$ cat src/rtl/ea_scaled_gen.sv
module ea_scaled_gen #(
  parameter int ADDR_W = 64,
  parameter int DISP_W = 32
) (
  input  logic              clk,
  input  logic              rst_n,
  input  logic              in_valid,
  input  logic              use_base,
  input  logic              use_index,
  input  logic [ADDR_W-1:0] base_val,
  input  logic [ADDR_W-1:0] index_val,
  input  logic [1:0]        scale_code,
  input  logic [DISP_W-1:0] disp,
  output logic              out_valid,
  output logic [ADDR_W-1:0] out_addr,
  output logic              scale_bad
);

  localparam int EXT_W = ADDR_W - DISP_W;

  logic [ADDR_W-1:0] disp_term, base_term, index_term, sum;
  logic              bad_now;

  assign disp_term  = {{EXT_W{disp[DISP_W-1]}}, disp};
  assign base_term  = use_base  ? base_val : '0;
  assign index_term = use_index ? (index_val << scale_code) : '0;
  assign sum        = disp_term + base_term + index_term;
  assign bad_now    = !use_index && (scale_code != 2'b00);

  always_ff @(posedge clk or negedge rst_n) begin
    if (!rst_n) begin
      out_valid <= 1'b0;
      out_addr  <= '0;
      scale_bad <= 1'b0;
    end else begin
      out_valid <= in_valid;
      if (in_valid) begin
        out_addr  <= sum;
        scale_bad <= bad_now;
      end
    end
  end

  a_r2_strobe: assert property (@(posedge clk) disable iff (!rst_n)
    in_valid |=> out_valid);
  a_r2_quiet: assert property (@(posedge clk) disable iff (!rst_n)
    !in_valid |=> !out_valid);
  a_r8_hold: assert property (@(posedge clk) disable iff (!rst_n)
    !in_valid |=> ($stable(out_addr) && $stable(scale_bad)));
  a_r9_flag: assert property (@(posedge clk) disable iff (!rst_n)
    in_valid |=> (scale_bad == ($past(!use_index) && ($past(scale_code) != 2'b00))));
  a_r6_disp_only: assert property (@(posedge clk) disable iff (!rst_n)
    (in_valid && !use_base && !use_index) |=>
      (out_addr == {{EXT_W{$past(disp[DISP_W-1])}}, $past(disp)}));
  a_r1_reset: assert property (@(posedge clk)
    !rst_n |-> (!out_valid && out_addr == '0 && !scale_bad));

endmodule

$ cat config.mk
export PLATFORM = sky130hd
export DESIGN_NAME = ea_scaled_gen
export DESIGN_NICKNAME = d
export VERILOG_FILES = /design/src/rtl/ea_scaled_gen.sv
export SDC_FILE = /design/constraint.sdc
export NUM_CORES = 1
export LEC_CHECK = 0
export ABC_CLOCK_PERIOD_IN_PS = 2100
export BUFFER_PORTS_ARGS = -buffer_cell sky130_fd_sc_hd__buf_2
export CORE_ASPECT_RATIO = 1.2
export CORE_MARGIN = 1.5
export CORE_UTILIZATION = 55
export CTS_CLUSTER_SIZE = 8
export DETAILED_ROUTE_END_ITERATION = 8
export PLACE_DENSITY = 0.82
export SETUP_SLACK_MARGIN = 0.4
export SLEW_MARGIN = 20
export SYNTH_ARGS = -nofsm -noshare
export SYNTH_HDL_FRONTEND = slang
export SYNTH_SLANG_ARGS = --single-unit
$ cat constraint.sdc
create_clock -name clk -period 2.1 [get_ports clk]
set_input_delay 0 -clock clk [delete_from_list [all_inputs] [get_ports clk]]
set_output_delay 0 -clock clk [all_outputs]
set_load 0.005 [all_outputs]
==> summary.txt, run 1 <==
Run status
  – Status: stopped before the end
  – Fail Step: global routing (5_1_grt)
  – First Err: [ERROR GRT-0232] Routing congestion too high. Check the congestion heatmap in the GUI.

GRT
  – Total grt overflow: 11
  – Total track usage: roughly 73%
  – Largest net degree at the start of global routing: 72

Floorplanning
  – Die extent in x: roughly 120 um
  – Io pins: 233
  – Die height: between 100 and 150 um
  – Site row count: 52
  – Starting density of the core: 56.6%

Yosys
  – Post-synth EDFFs: 0
  – Mapped cell area: roughly 0.0096 mm^2
  – Synthesized net count: 1386
  – Area contributors post-synth: dfrtp_1 17%, fa_1 13%, ha_1 8.1%, mux2_2 8.0%, nand2_1 5.1%
  – Post-synthesis cell count: about 1100
  – Synth area leader: dfrtp_1
  – Seq cells post-synth: 66
  – Post-synth top area share: between 10% and 20%
  – Library cells used by synthesis: ~70
  – Synth async-reset ratio: 100%
  – Ys Warns: 0
  – Top_reg_cell synth: dfrtp_1
  – Register area share after synthesis: between 15 and 20%
  – Post-Syn Area per Cell: slightly below 9 um^2

Timing
  – Worst EP kind: register input
  – Post-GRT worst EP: out_addr[49]$_DFFE_PN0P_/D

Clock tree
  – Root Buffer: clkbuf_16
  – TritonCTS Buffers: 9
  – CTS sink count: 66
  – Max clock buf depth: 2
  – CTS HTree Levels: 3

Placement
  – Port bufs: 232
  – Detail Placement HPWL: 26800 um
  – Gpl congestion: ~0.97
-- per-layer routing --
metal	track usage [%]	overflow
met5	13.6	0
met3	56.8	0
met1	72.9	0
met2	90.7	7
met4	73.9	4
-- metrics by stage --
stage | std cells | setup slack [ps] | area, um^2 | util, %
after floorplan | 1093 | -1510 | 10000 | -
after global placement | 1741 | -1920 | 13200 | 77.5
after detailed placement | 1741 | -2030 | 13200 | 77.5
after CTS | 1802 | -1320 | 14700 | 86.8
-- cells in the mapped netlist (all sizes together), types with 9 or more instances --
master    n
a211oi    9
a21o     16
a21oi    97
a31oi    10
and2     71
buf      17
clkbuf   53
dfrtp    66
fa       64
ha       62
inv      47
mux2     69
mux2i    30
mux4     13
nand2   131
nand3    20
nand4    26
nor2     47
nor3     11
o211a    42
o21ai    45
o21bai   19
xnor2    37
xor2     18
-- cell families after synthesis --
kind of cell | after synthesis | synth area share [%]
AO/OA/AOI/OAI | 279 | 20.2
XOR/XNOR | 55 | 5.01
adder cells (fa/ha/maj) | 126 | 21.4
buffers and inverters | 118 | 4.84
flip-flops | 66 | 17.2
multiplexers | 112 | 14.3
AND/OR/NAND/NOR | 337 | 17.1
-- timing repair --
item	in CTS
hold buffers	1
endpoints found under the hold margin	66
pin swaps	73
setup endpoints to repair	62
cloned	3
setup buffers	41
resized for setup	181
==> inputs of run 2 (changes only) <==
--- a/config.mk
+++ b/config.mk
@@ -7,13 +7,10 @@
 export LEC_CHECK = 0
 export ABC_CLOCK_PERIOD_IN_PS = 2100
 export BUFFER_PORTS_ARGS = -buffer_cell sky130_fd_sc_hd__buf_2
-export CORE_ASPECT_RATIO = 1.2
 export CORE_MARGIN = 1.5
-export CORE_UTILIZATION = 55
-export CTS_CLUSTER_SIZE = 8
+export CORE_UTILIZATION = 40
 export DETAILED_ROUTE_END_ITERATION = 8
-export PLACE_DENSITY = 0.82
-export SETUP_SLACK_MARGIN = 0.4
+export PLACE_DENSITY_LB_ADDON = 0.15
 export SLEW_MARGIN = 20
 export SYNTH_ARGS = -nofsm -noshare
 export SYNTH_HDL_FRONTEND = slang
==> run 2 against run 1 <==
Effect of this change:
- the flow now finishes, with violations (negative setup slack)
- synthesized area did not move
- synthesized cell count did not move
==> summary.txt, run 2 <==
Run status
  – Status: complete, but fails checks
  – Failing checks: negative setup slack

Clock tree
  – TritonCTS Buffers: 9
  – CTS sink count: 66
  – Max clock buf depth: 2
  – Worst-path clk slew: 60 ps
  – Clock Latency Late Sink: 350 ps
  – CTS tree: built
  – CTS HTree Levels: 3
  – Root Buffer: clkbuf_16

Drt
  – Drt total wl: 36200 um
  – Initial DRT Pass Iterations: 5
  – Initial DRC count: about 540
  – DRC viols: 0
  – Via density: 5.44
  – Routed len/inst: between 15 and 20 um
  – Via count: 10500
  – Post-DRT Antenna Nets: 0

Floorplanning
  – Die area: approximately 0.025 mm^2
  – Site row count: 56
  – Core area: around 0.024 mm^2
  – Io pins: about 230
  – Starting density of the core: just over 40%
  – Die extent in x: 158 um
  – Die height: 158 um

Timing
  – Endpoints failing setup: 59
  – Final Max Tran Viols: 0
  – Slew @ Worst Pin: 648 ps
  – Final worst path period share: 167%
  – Fin Hold WS: about 24 ps
  – Min cycle time layout: roughly 3500 ps
  – Final worst setup slack: -1410 ps
  – Worst Skew: 0 ps
  – Achievable Freq: roughly 280 MHz
  – RSZ-0062 raised after global routing: true
  – Worst rel slew slack: a little under three fifths
  – Final Hold Viols: 0

GRT
  – Largest net degree at the start of global routing: slightly above 40
  – First-pass GRT wire length: roughly 56000 um
  – Total grt overflow: 0
  – Total track usage: roughly 29%
  – Initial antenna violation count: 2
  – Vias in the first global route: 10900

Power
  – Worst ir drop on vdd: approximately 0.00044 V
  – Pwr dens: slightly below 800 mW/mm^2
  – Lkg Pwr: 7.65 nW

Yosys
  – Top_reg_cell synth: dfrtp_1
  – Synth cell count leaders: 131 x nand2_1, 90 x a21oi_1, 71 x and2_1, 68 x mux2_2, 66 x dfrtp_1
  – Post-Syn Area per Cell: ~9 um^2
  – Post-synth EDFFs: 0
  – Library cells used by synthesis: 69
  – Synth area leader: dfrtp_1
  – Synthesized net count: ~1400
  – Seq cells post-synth: 66
  – Most numerous cell in the Yosys netlist: nand2_1
  – Mapped cell area: between 0.009 and 0.01 mm^2
  – Synth async-reset ratio: 100%
  – Post-synthesis cell count: 1093
  – Register area share after synthesis: about 17%
  – Post-synth top area share: between 10% and 20%
  – Area contributors post-synth: dfrtp_1 17%, fa_1 13%, ha_1 8.1%, mux2_2 8.0%, nand2_1 5.1%
  – Ys Warns: 0

Critical path
  – Startpoint class of the critical path: input port
  – Critical path class: in -> reg
  – Worst setup EP type: register
  – Critical path arrival: roughly 3800 ps
  – Cells along the critical path: buf_12, buf_16, mux2i_1, nand2_1, o211a_1, fa_1, ha_4, a21oi_4, o21ai_2, a21oi_2, or3b_4, a21oi_4, a31oi_4, o31a_4, a31oi_4, xnor2_1, mux2_4
  – CP max FO: 8
  – CP max stage cell: fa_1
  – Critical Path Max Stage Delay: around 590 ps
  – CP Data Required Time: around 2300 ps

Worst hold path
  – Hold Path Class: in -> reg

Final layout
  – Layout cells sized above 1: between 50% and 60%
  – Total Nets Final: 1900
  – Final core utilization: 66.8%
  – Area occupied by registers: 0.00165 mm^2
  – Top Registers: out_addr (64), out_valid (1), scale_bad (1)
  – Most frequent cells in the layout: 286 x buf_4, 231 x buf_2, 118 x nand2_1, 68 x and2_1, 66 x dfrtp_1
  – Largest register FFs: 64
  – Most common cell after layout, fill and taps aside: buf_4
  – Area growth syn-to-layout: 63.6%
  – Area of the multi-input gates: about 0.0091 mm^2
  – Fillers: 1873
  – Most flops, register: out_addr

Placement
  – Gpl congestion: 0.922
  – Detail Placement HPWL: about 27000 um
  – Port bufs: ~230

Run
  – Number of max-cap violations: 0
run 2: cell counts after synthesis:
No cell type changed its count.
run 2: power by group:
part | switching (mW) | internal [mW] | total [mW]
registers | 0.377 | 1.84 | 2.22
logic | 3.86 | 4.49 | 8.36
clock network | 0.676 | 0.830 | 1.51
run 2: routing by layer:
metal  routed length [um]  GRT usage, %
met5                    0             0
met1                15300          36.1
met2                18000          50.7
met3                 1870          4.60
met4                  991          10.1
run 2: what timing repair did:
item / CTS / global route
pin swaps: 111 / 84
hold endpoints to repair: 20 / 0
setup buffers: 35 / 21
gates resized for setup: 184 / 123
hold buffers: 1 / 0
cloned: 2 / 1
endpoints found under the setup margin: 58 / 58
run 2: worst paths after layout:
kind                          startpoint            to  slack (ps)  cells past startpoint
setup / recovery           scale_code[0]  out_addr[52]       -1410                     17
hold / removal                 use_index     scale_bad          20                      3
setup reg to reg            out_addr[55]  out_addr[55]        1090                      3
hold reg to reg              out_addr[0]   out_addr[0]         480                      2
max in group asynchronous          rst_n  out_addr[19]        1080                      4
min in group asynchronous          rst_n     out_valid         200                      2
run 2: metrics by stage:
stage / worst slack, ps / TNS (ps) / std cells / cell area [um^2] / power, mW
floorplan: -1510 / -62490 / 1093 / 10000 / 5.67
global placement: -1950 / -85580 / 1866 / 13500 / 8.75
detailed placement: -1950 / -87000 / 1866 / 13500 / 8.81
CTS: -1310 / -57720 / 1917 / 15000 / 11.3
global route: -1480 / -68500 / 1933 / 15700 / 12.9
finish: -1410 / -61090 / 1933 / 15700 / 12.1
run 2: logic make-up (layout without fill, tap and decap cells):
| group | after synthesis | count (layout) | synth area share, % |
|---|---|---|---|
| and+or+nand+nor | 337 | 337 | 17.1 |
| muxes | 112 | 112 | 14.3 |
| adders and majority gates | 126 | 126 | 21.4 |
| buffers and inverters | 118 | 637 | 4.84 |
| xor gates and xnor gates | 55 | 55 | 5.01 |
| other | 0 | 2 | 0 |
| DFF | 66 | 66 | 17.2 |
| AOI/OAI and AO/OA | 279 | 279 | 20.2 |
run 2: worst max-delay path: cells and delay by family:
kind | cells | cell delay [ps]
AOI/OAI and AO/OA | 8 | 1480
adders and majority gates | 2 | 840
and+or+nand+nor | 2 | 540
muxes | 2 | 530
buffers and inverters | 2 | 250
xor gates and xnor gates | 1 | 100
run 2: area by class of cell:
| type | count | area share, % |
|---|---|---|
| multi-input combinational | 909 | 58.0 |
| timing repair buffer | 573 | 26.1 |
| sequential | 66 | 10.5 |
| tap | 319 | 2.54 |
| clock buffer | 13 | 1.59 |
| inverter | 48 | 1.15 |
| clock inverter | 3 | 0.0955 |
| antenna | 2 | 0.0318 |
Power figures use the tool's default switching activity.
==> inputs of run 3 (changes only) <==
--- a/config.mk
+++ b/config.mk
@@ -11,6 +11,7 @@
 export CORE_UTILIZATION = 40
 export DETAILED_ROUTE_END_ITERATION = 8
 export PLACE_DENSITY_LB_ADDON = 0.15
+export RECOVER_POWER = 25
 export SLEW_MARGIN = 20
 export SYNTH_ARGS = -nofsm -noshare
 export SYNTH_HDL_FRONTEND = slang
==> run 3 against run 2 <==
Effect of this change:
- the run still ends with negative setup slack left
- non-clock buffer count did not move
- maximum frequency barely moved
- critical endpoint unchanged
- sequential power barely moved
- highest routed layer unchanged
- combinational power barely moved
- register-to-register slack barely moved
- clock power barely moved
==> summary.txt, run 3 (synthesis gave the netlist of run 2 again) <==
Critical path
  – CP max FO: 8
  – FF-to-FF setup slack: ~1100 ps
  – Setup crit start: scale_code[0]
  – Critical Path Max Stage Delay: 590 ps
  – Startpoint class of the critical path: input port
  – CP max stage cell: fa_1
  – Cell depth of the worst flop-to-flop path: 3
  – Cells along the critical path: buf_12, buf_16, mux2i_1, nand2_1, o211a_1, fa_1, ha_4, a21oi_4, o21ai_2, a21oi_2, or3b_4, a21oi_4, a31oi_4, o31a_4, a31oi_4, xnor2_1, mux2_4
  – Critical path class: in -> reg
  – Worst setup EP type: register
  – CP Data Required Time: 2340 ps
  – RR Endpoint: out_addr[55]
  – Critical path arrival: approximately 3800 ps
  – Reg-to-Reg Start: out_addr[55]

Drt
  – Via density: roughly 5.4
  – Routed len/inst: between 15 and 20 um
  – Initial DRC count: between 500 and 600
  – Post-DRT Antenna Nets: 0
  – Drt total wl: 36200 um
  – Initial DRT Pass Iterations: 5
  – DRC viols: 0
  – Via count: roughly 11000

Clock tree
  – Root Buffer: clkbuf_16
  – CTS sink count: 66
  – Max clock buf depth: 2
  – TritonCTS Buffers: 9
  – Clock Latency Late Sink: 350 ps
  – Worst-path clk slew: approximately 60 ps
  – CTS HTree Levels: 3
  – CTS tree: built

Timing
  – Final worst setup slack: -1410 ps
  – RSZ-0062 raised after global routing: true
  – Final worst path period share: 167%
  – Final Max Tran Viols: 0
  – Worst rel slew slack: ~2.1%
  – Achievable Freq: around 280 MHz
  – Slew @ Worst Pin: between 1000 and 1500 ps
  – Final Hold Viols: 0
  – Min cycle time layout: ~3500 ps
  – Endpoints failing setup: 59
  – Worst Skew: 0 ps

Final layout
  – Total Nets Final: 1900
  – Most flops, register: out_addr
  – Most frequent cells in the layout: 285 x buf_4, 229 x buf_2, 118 x nand2_1, 68 x and2_1, 66 x dfrtp_1
  – Largest register FFs: 64
  – Layout cells sized above 1: a little over half
  – Area growth syn-to-layout: 63.4%
  – Most common cell after layout, fill and taps aside: buf_4
  – Top Registers: out_addr (64), out_valid (1), scale_bad (1)
  – Post-route design area: roughly 0.016 mm^2

GRT
  – Total grt overflow: 0
  – Initial antenna violation count: 2
  – Vias in the first global route: around 11000
  – Largest net degree at the start of global routing: between 40 and 50
  – First-pass GRT wire length: 56000 um
  – Total track usage: between 20 and 30%

Placement
  – Port bufs: 232
  – DP Area: between 0.01 and 0.015 mm^2
  – Gpl congestion: approximately 0.92
  – Post-place setup slack: -1950 ps
  – Detail Placement HPWL: 27200 um

Run
  – Number of max-cap violations: 0

Run status
  – Status: complete, but fails checks
  – Failing checks: negative setup slack

Worst hold path
  – Hold Path Stages: 3
  – Hold Path Class: in -> reg
  – Worst hold endpoint: scale_bad
  – Hold path startpoint: use_index

Power
  – Worst ir drop on vdd: about 0.00044 V
  – Pwr dens: 769 mW/mm^2
  – Lkg Pwr: ~7.6 nW

Floorplanning
  – Io pins: approximately 230
  – Starting density of the core: between 40% and 50%
  – Site row count: between 50 and 60
  – Die extent in x: between 150 and 200 um
  – Die area: 0.0250 mm^2
  – Core area: between 0.02 and 0.025 mm^2
  – Die height: 158 um
## run 3: worst max-delay path by stage
stage	cells past startpoint	endpoint	slack, ps
after floorplan	17	out_addr[52]	-1510
after global placement	17	out_addr[57]	-1950
after detailed placement	17	out_addr[57]	-1950
after global routing	17	out_addr[52]	-1480
final	17	out_addr[52]	-1410
after CTS	17	out_addr[60]	-1310
## run 3: worst max-delay path: cells and delay by family
family | cells | cell delay (ps)
compound gates | 8 | 1480
fa+ha+maj | 2 | 840
simple gates | 2 | 540
mux | 2 | 530
buf+inv | 2 | 250
xor+xnor | 1 | 100
## run 3: repair_timing
action	4_1_cts	5_1_grt
endpoints found under the hold margin	20	0
resized for setup	184	123
buffers inserted	35	21
hold buffers	1	0
pin swaps	111	84
endpoints found under the setup margin	58	58
cloned	2	1
## run 3: through the flow
step	hold slack, ps	total power [mW]	TNS (ps)	utilization, %	instances
floorplan	-296	5.67	-62490	-	1093
global placement	39.4	8.75	-85580	57.4	1866
detailed placement	60.0	8.81	-87000	57.4	1866
CTS	16.1	11.3	-57720	63.6	1917
global route	39.9	12.9	-76470	66.7	1933
finish	23.7	12.1	-61230	66.7	1933
## run 3: cell type report
type / instances / area (um^2)
clock buffers: 13 / 250
inverters: 48 / 180
repair buffers: 573 / 4090
clock inverters: 3 / 15.0
diodes: 2 / 5.00
well taps: 319 / 399
multi-input cells: 909 / 9120
fillers: 1878 / 7830
flip-flops and latches: 66 / 1650
## run 3: power breakdown
| part | internal, mW | total [mW] | switching [mW] |
|---|---|---|---|
| combinational | 4.49 | 8.36 | 3.86 |
| sequential | 1.84 | 2.22 | 0.377 |
| clock | 0.830 | 1.51 | 0.676 |
## run 3: metal layers
layer / vias up / GRT usage [%] / part of all wire [%]
met1: 5181 / 36.1 / 42
met4: 0 / 10.1 / 2.7
met5: - / 0 / 0
met3: 66 / 4.60 / 5.1
met2: 333 / 50.7 / 50
li1: 4944 / - / -
==> inputs of run 4 (changes only) <==
--- a/config.mk
+++ b/config.mk
@@ -11,7 +11,7 @@
 export CORE_UTILIZATION = 40
 export DETAILED_ROUTE_END_ITERATION = 8
 export PLACE_DENSITY_LB_ADDON = 0.15
-export RECOVER_POWER = 25
+export RECOVER_POWER = 100
 export SLEW_MARGIN = 20
 export SYNTH_ARGS = -nofsm -noshare
 export SYNTH_HDL_FRONTEND = slang
==> run 4 against run 3 <==
Effect of this change:
- the flow still finishes with violations (negative setup slack)
- highest routed layer unchanged
- sequential share of layout area about the same
- first-iteration DRC count down 14%
- core utilization down 0.22 points
- clock skew unchanged
- register-to-register slack about the same
- largest cell class unchanged
- non-clock buffer count unchanged
==> summary.txt, run 4 (synthesis gave the netlist of run 2 again) <==
Drt
  – Via count: ~10000
  – Routed len/inst: 18.8 um
  – Initial DRC count: around 470
  – Post-DRT Antenna Nets: 0
  – Initial DRT Pass Iterations: 5
  – DRC viols: 0
  – Via density: between 5 and 6
  – Drt total wl: roughly 36000 um

Timing
  – Final Hold Viols: 0
  – RSZ-0062 raised after global routing: true
  – Worst Skew: 0 ps
  – Worst rel slew slack: approximately 1.4%
  – Fin Hold WS: between 20 and 30 ps
  – Final worst path period share: 167%
  – Final TNS setup: -61360 ps
  – Final Max Tran Viols: 0
  – Endpoints failing setup: a little under 60
  – Achievable Freq: ~280 MHz
  – Slew @ Worst Pin: about 1500 ps
  – Min cycle time layout: roughly 3500 ps
  – Final worst setup slack: -1410 ps

GRT
  – Busiest grt layer: met2
  – First-pass GRT wire length: about 56000 um
  – Initial antenna violation count: 2
  – Largest net degree at the start of global routing: 41
  – GR Util met3: around 4.6%
  – Vias in the first global route: about 11000
  – Global Route met1 Usage: between 30% and 40%
  – Total track usage: 29.0%
  – Met2 usage: about 51%
  – Total grt overflow: 0

Critical path
  – Worst setup EP type: register
  – Cells along the critical path: buf_12, buf_16, mux2i_1, nand2_1, o211a_1, fa_1, ha_4, a21oi_4, o21ai_2, a21oi_2, or3b_4, a21oi_4, a31oi_4, o31a_4, a31oi_4, xnor2_1, mux2_4
  – Startpoint class of the critical path: input port
  – CP max FO: 8
  – CP max stage cell: fa_1
  – Critical Path Max Stage Delay: just under 600 ps
  – Critical path class: in -> reg
  – Critical path arrival: roughly 3800 ps
  – CP Data Required Time: 2340 ps

Final layout
  – Most frequent cells in the layout: 285 x buf_4, 188 x buf_2, 118 x nand2_1, 68 x and2_1, 66 x dfrtp_1
  – Most flops, register: out_addr
  – Most common cell after layout, fill and taps aside: buf_4
  – Non-filler cells, final: between 1500 and 2000
  – Layout cells sized above 1: between 50% and 60%
  – Largest register FFs: 64
  – Total Nets Final: 1900
  – Top Registers: out_addr (64), out_valid (1), scale_bad (1)
  – Area growth syn-to-layout: 62.9%

Placement
  – Inst Count DP: approximately 1900
  – Gpl congestion: a little over 0.9
  – Port bufs: roughly 230
  – Detail Placement HPWL: between 20000 and 30000 um

Power
  – Seq pwr share: roughly a fifth
  – Lkg Pwr: about 7.5 nW
  – Sw Pwr: 4.94 mW
  – Worst ir drop on vdd: ~0.00043 V
  – Clock power frac: about 13%
  – Total power: around 12 mW
  – Sw Share: about two fifths
  – Pwr dens: about 770 mW/mm^2
  – Combinational Power Share: 68.9%
  – Internal Pwr Total: ~7.1 mW

Clock tree
  – Max clock buf depth: 2
  – TritonCTS Buffers: 9
  – Root Buffer: clkbuf_16
  – Worst-path clk slew: about 60 ps
  – CTS tree: built
  – CTS sink count: 66
  – CTS HTree Levels: 3
  – Clock Latency Late Sink: between 300 and 400 ps

Floorplanning
  – Die extent in x: 158 um
  – Starting density of the core: between 40% and 50%
  – Io pins: 233
  – Core area: ~0.024 mm^2
  – Die height: around 160 um
  – Die area: between 0.02 and 0.025 mm^2
  – Site row count: 56

Run status
  – Status: complete, but fails checks
  – Failing checks: negative setup slack

Run
  – Number of max-cap violations: 0

Worst hold path
  – Hold Path Class: in -> reg
-- run 4: cell types whose count changed in the layout (fill, tap and decap cells not counted) --
cell,previous run,this run
buf_1,0,1
clkbuf_1,5,45
buf_2,229,188
-- run 4: repair_timing --
action                                  4_1_cts  5_1_grt
hold buffers                                  1        0
gates cloned                                  2        1
endpoints found under the hold margin        20        0
buffers inserted                             35       21
endpoints found under the setup margin       58       58
pin swaps                                   111       84
gates resized for setup                     184      123
-- run 4: path summary, 6_finish.rpt --
kind                          startpoint            to  slack, ps  cells after the start
min in group asynchronous          rst_n     out_valid        520                      2
min reg2reg                  out_addr[0]   out_addr[0]        480                      2
max reg2reg                 out_addr[55]  out_addr[55]       1090                      3
min                            use_index     scale_bad         30                      3
max in group asynchronous          rst_n  out_addr[19]         30                      4
max                        scale_code[0]  out_addr[52]      -1410                     17
-- run 4: power by group through the flow --
stage	Sequential [mW]	Clock [mW]	Combinational, mW
6_report	2.23	1.51	8.28
5_1_grt	2.30	1.56	8.94
4_1_cts	2.22	1.51	7.61
3_5_place_dp	2.23	0	6.58
3_3_place_gp	2.22	0	6.53
2_1_floorplan	2.18	0	3.49
-- run 4: critical path: cells and delay by family --
kind | cells | cell delay [ps]
buf+inv | 2 | 250
simple gates | 2 | 540
fa+ha+maj | 2 | 840
mux | 2 | 530
compound gates | 8 | 1480
xor+xnor | 1 | 100
-- run 4: through the flow --
step	worst slack (ps)	utilization, %	instance area [um^2]
finish	-1410	66.5	15700
global route	-1480	66.5	15700
CTS	-1310	63.6	15000
detailed placement	-1950	57.4	13500
global placement	-1950	57.4	13500
floorplan	-1510	-	10000
-- run 4: cell type report --
cell class	instances	area, um^2
multi-input cells	909	9120
fillers	1907	7880
well taps	319	399
repair buffers	573	4040
diodes	2	5.00
inverters	48	180
clock buffers	13	250
clock inverters	3	15.0
flip-flops and latches	66	1650
-- run 4: per-layer routing --
metal | wire length (um) | part of all wire (%) | up-vias
met5 | 0 | 0 | -
met4 | 1040 | 2.9 | 0
met3 | 1810 | 5.0 | 69
met2 | 18000 | 50 | 333
met1 | 15500 | 43 | 5144
li1 | - | - | 4944
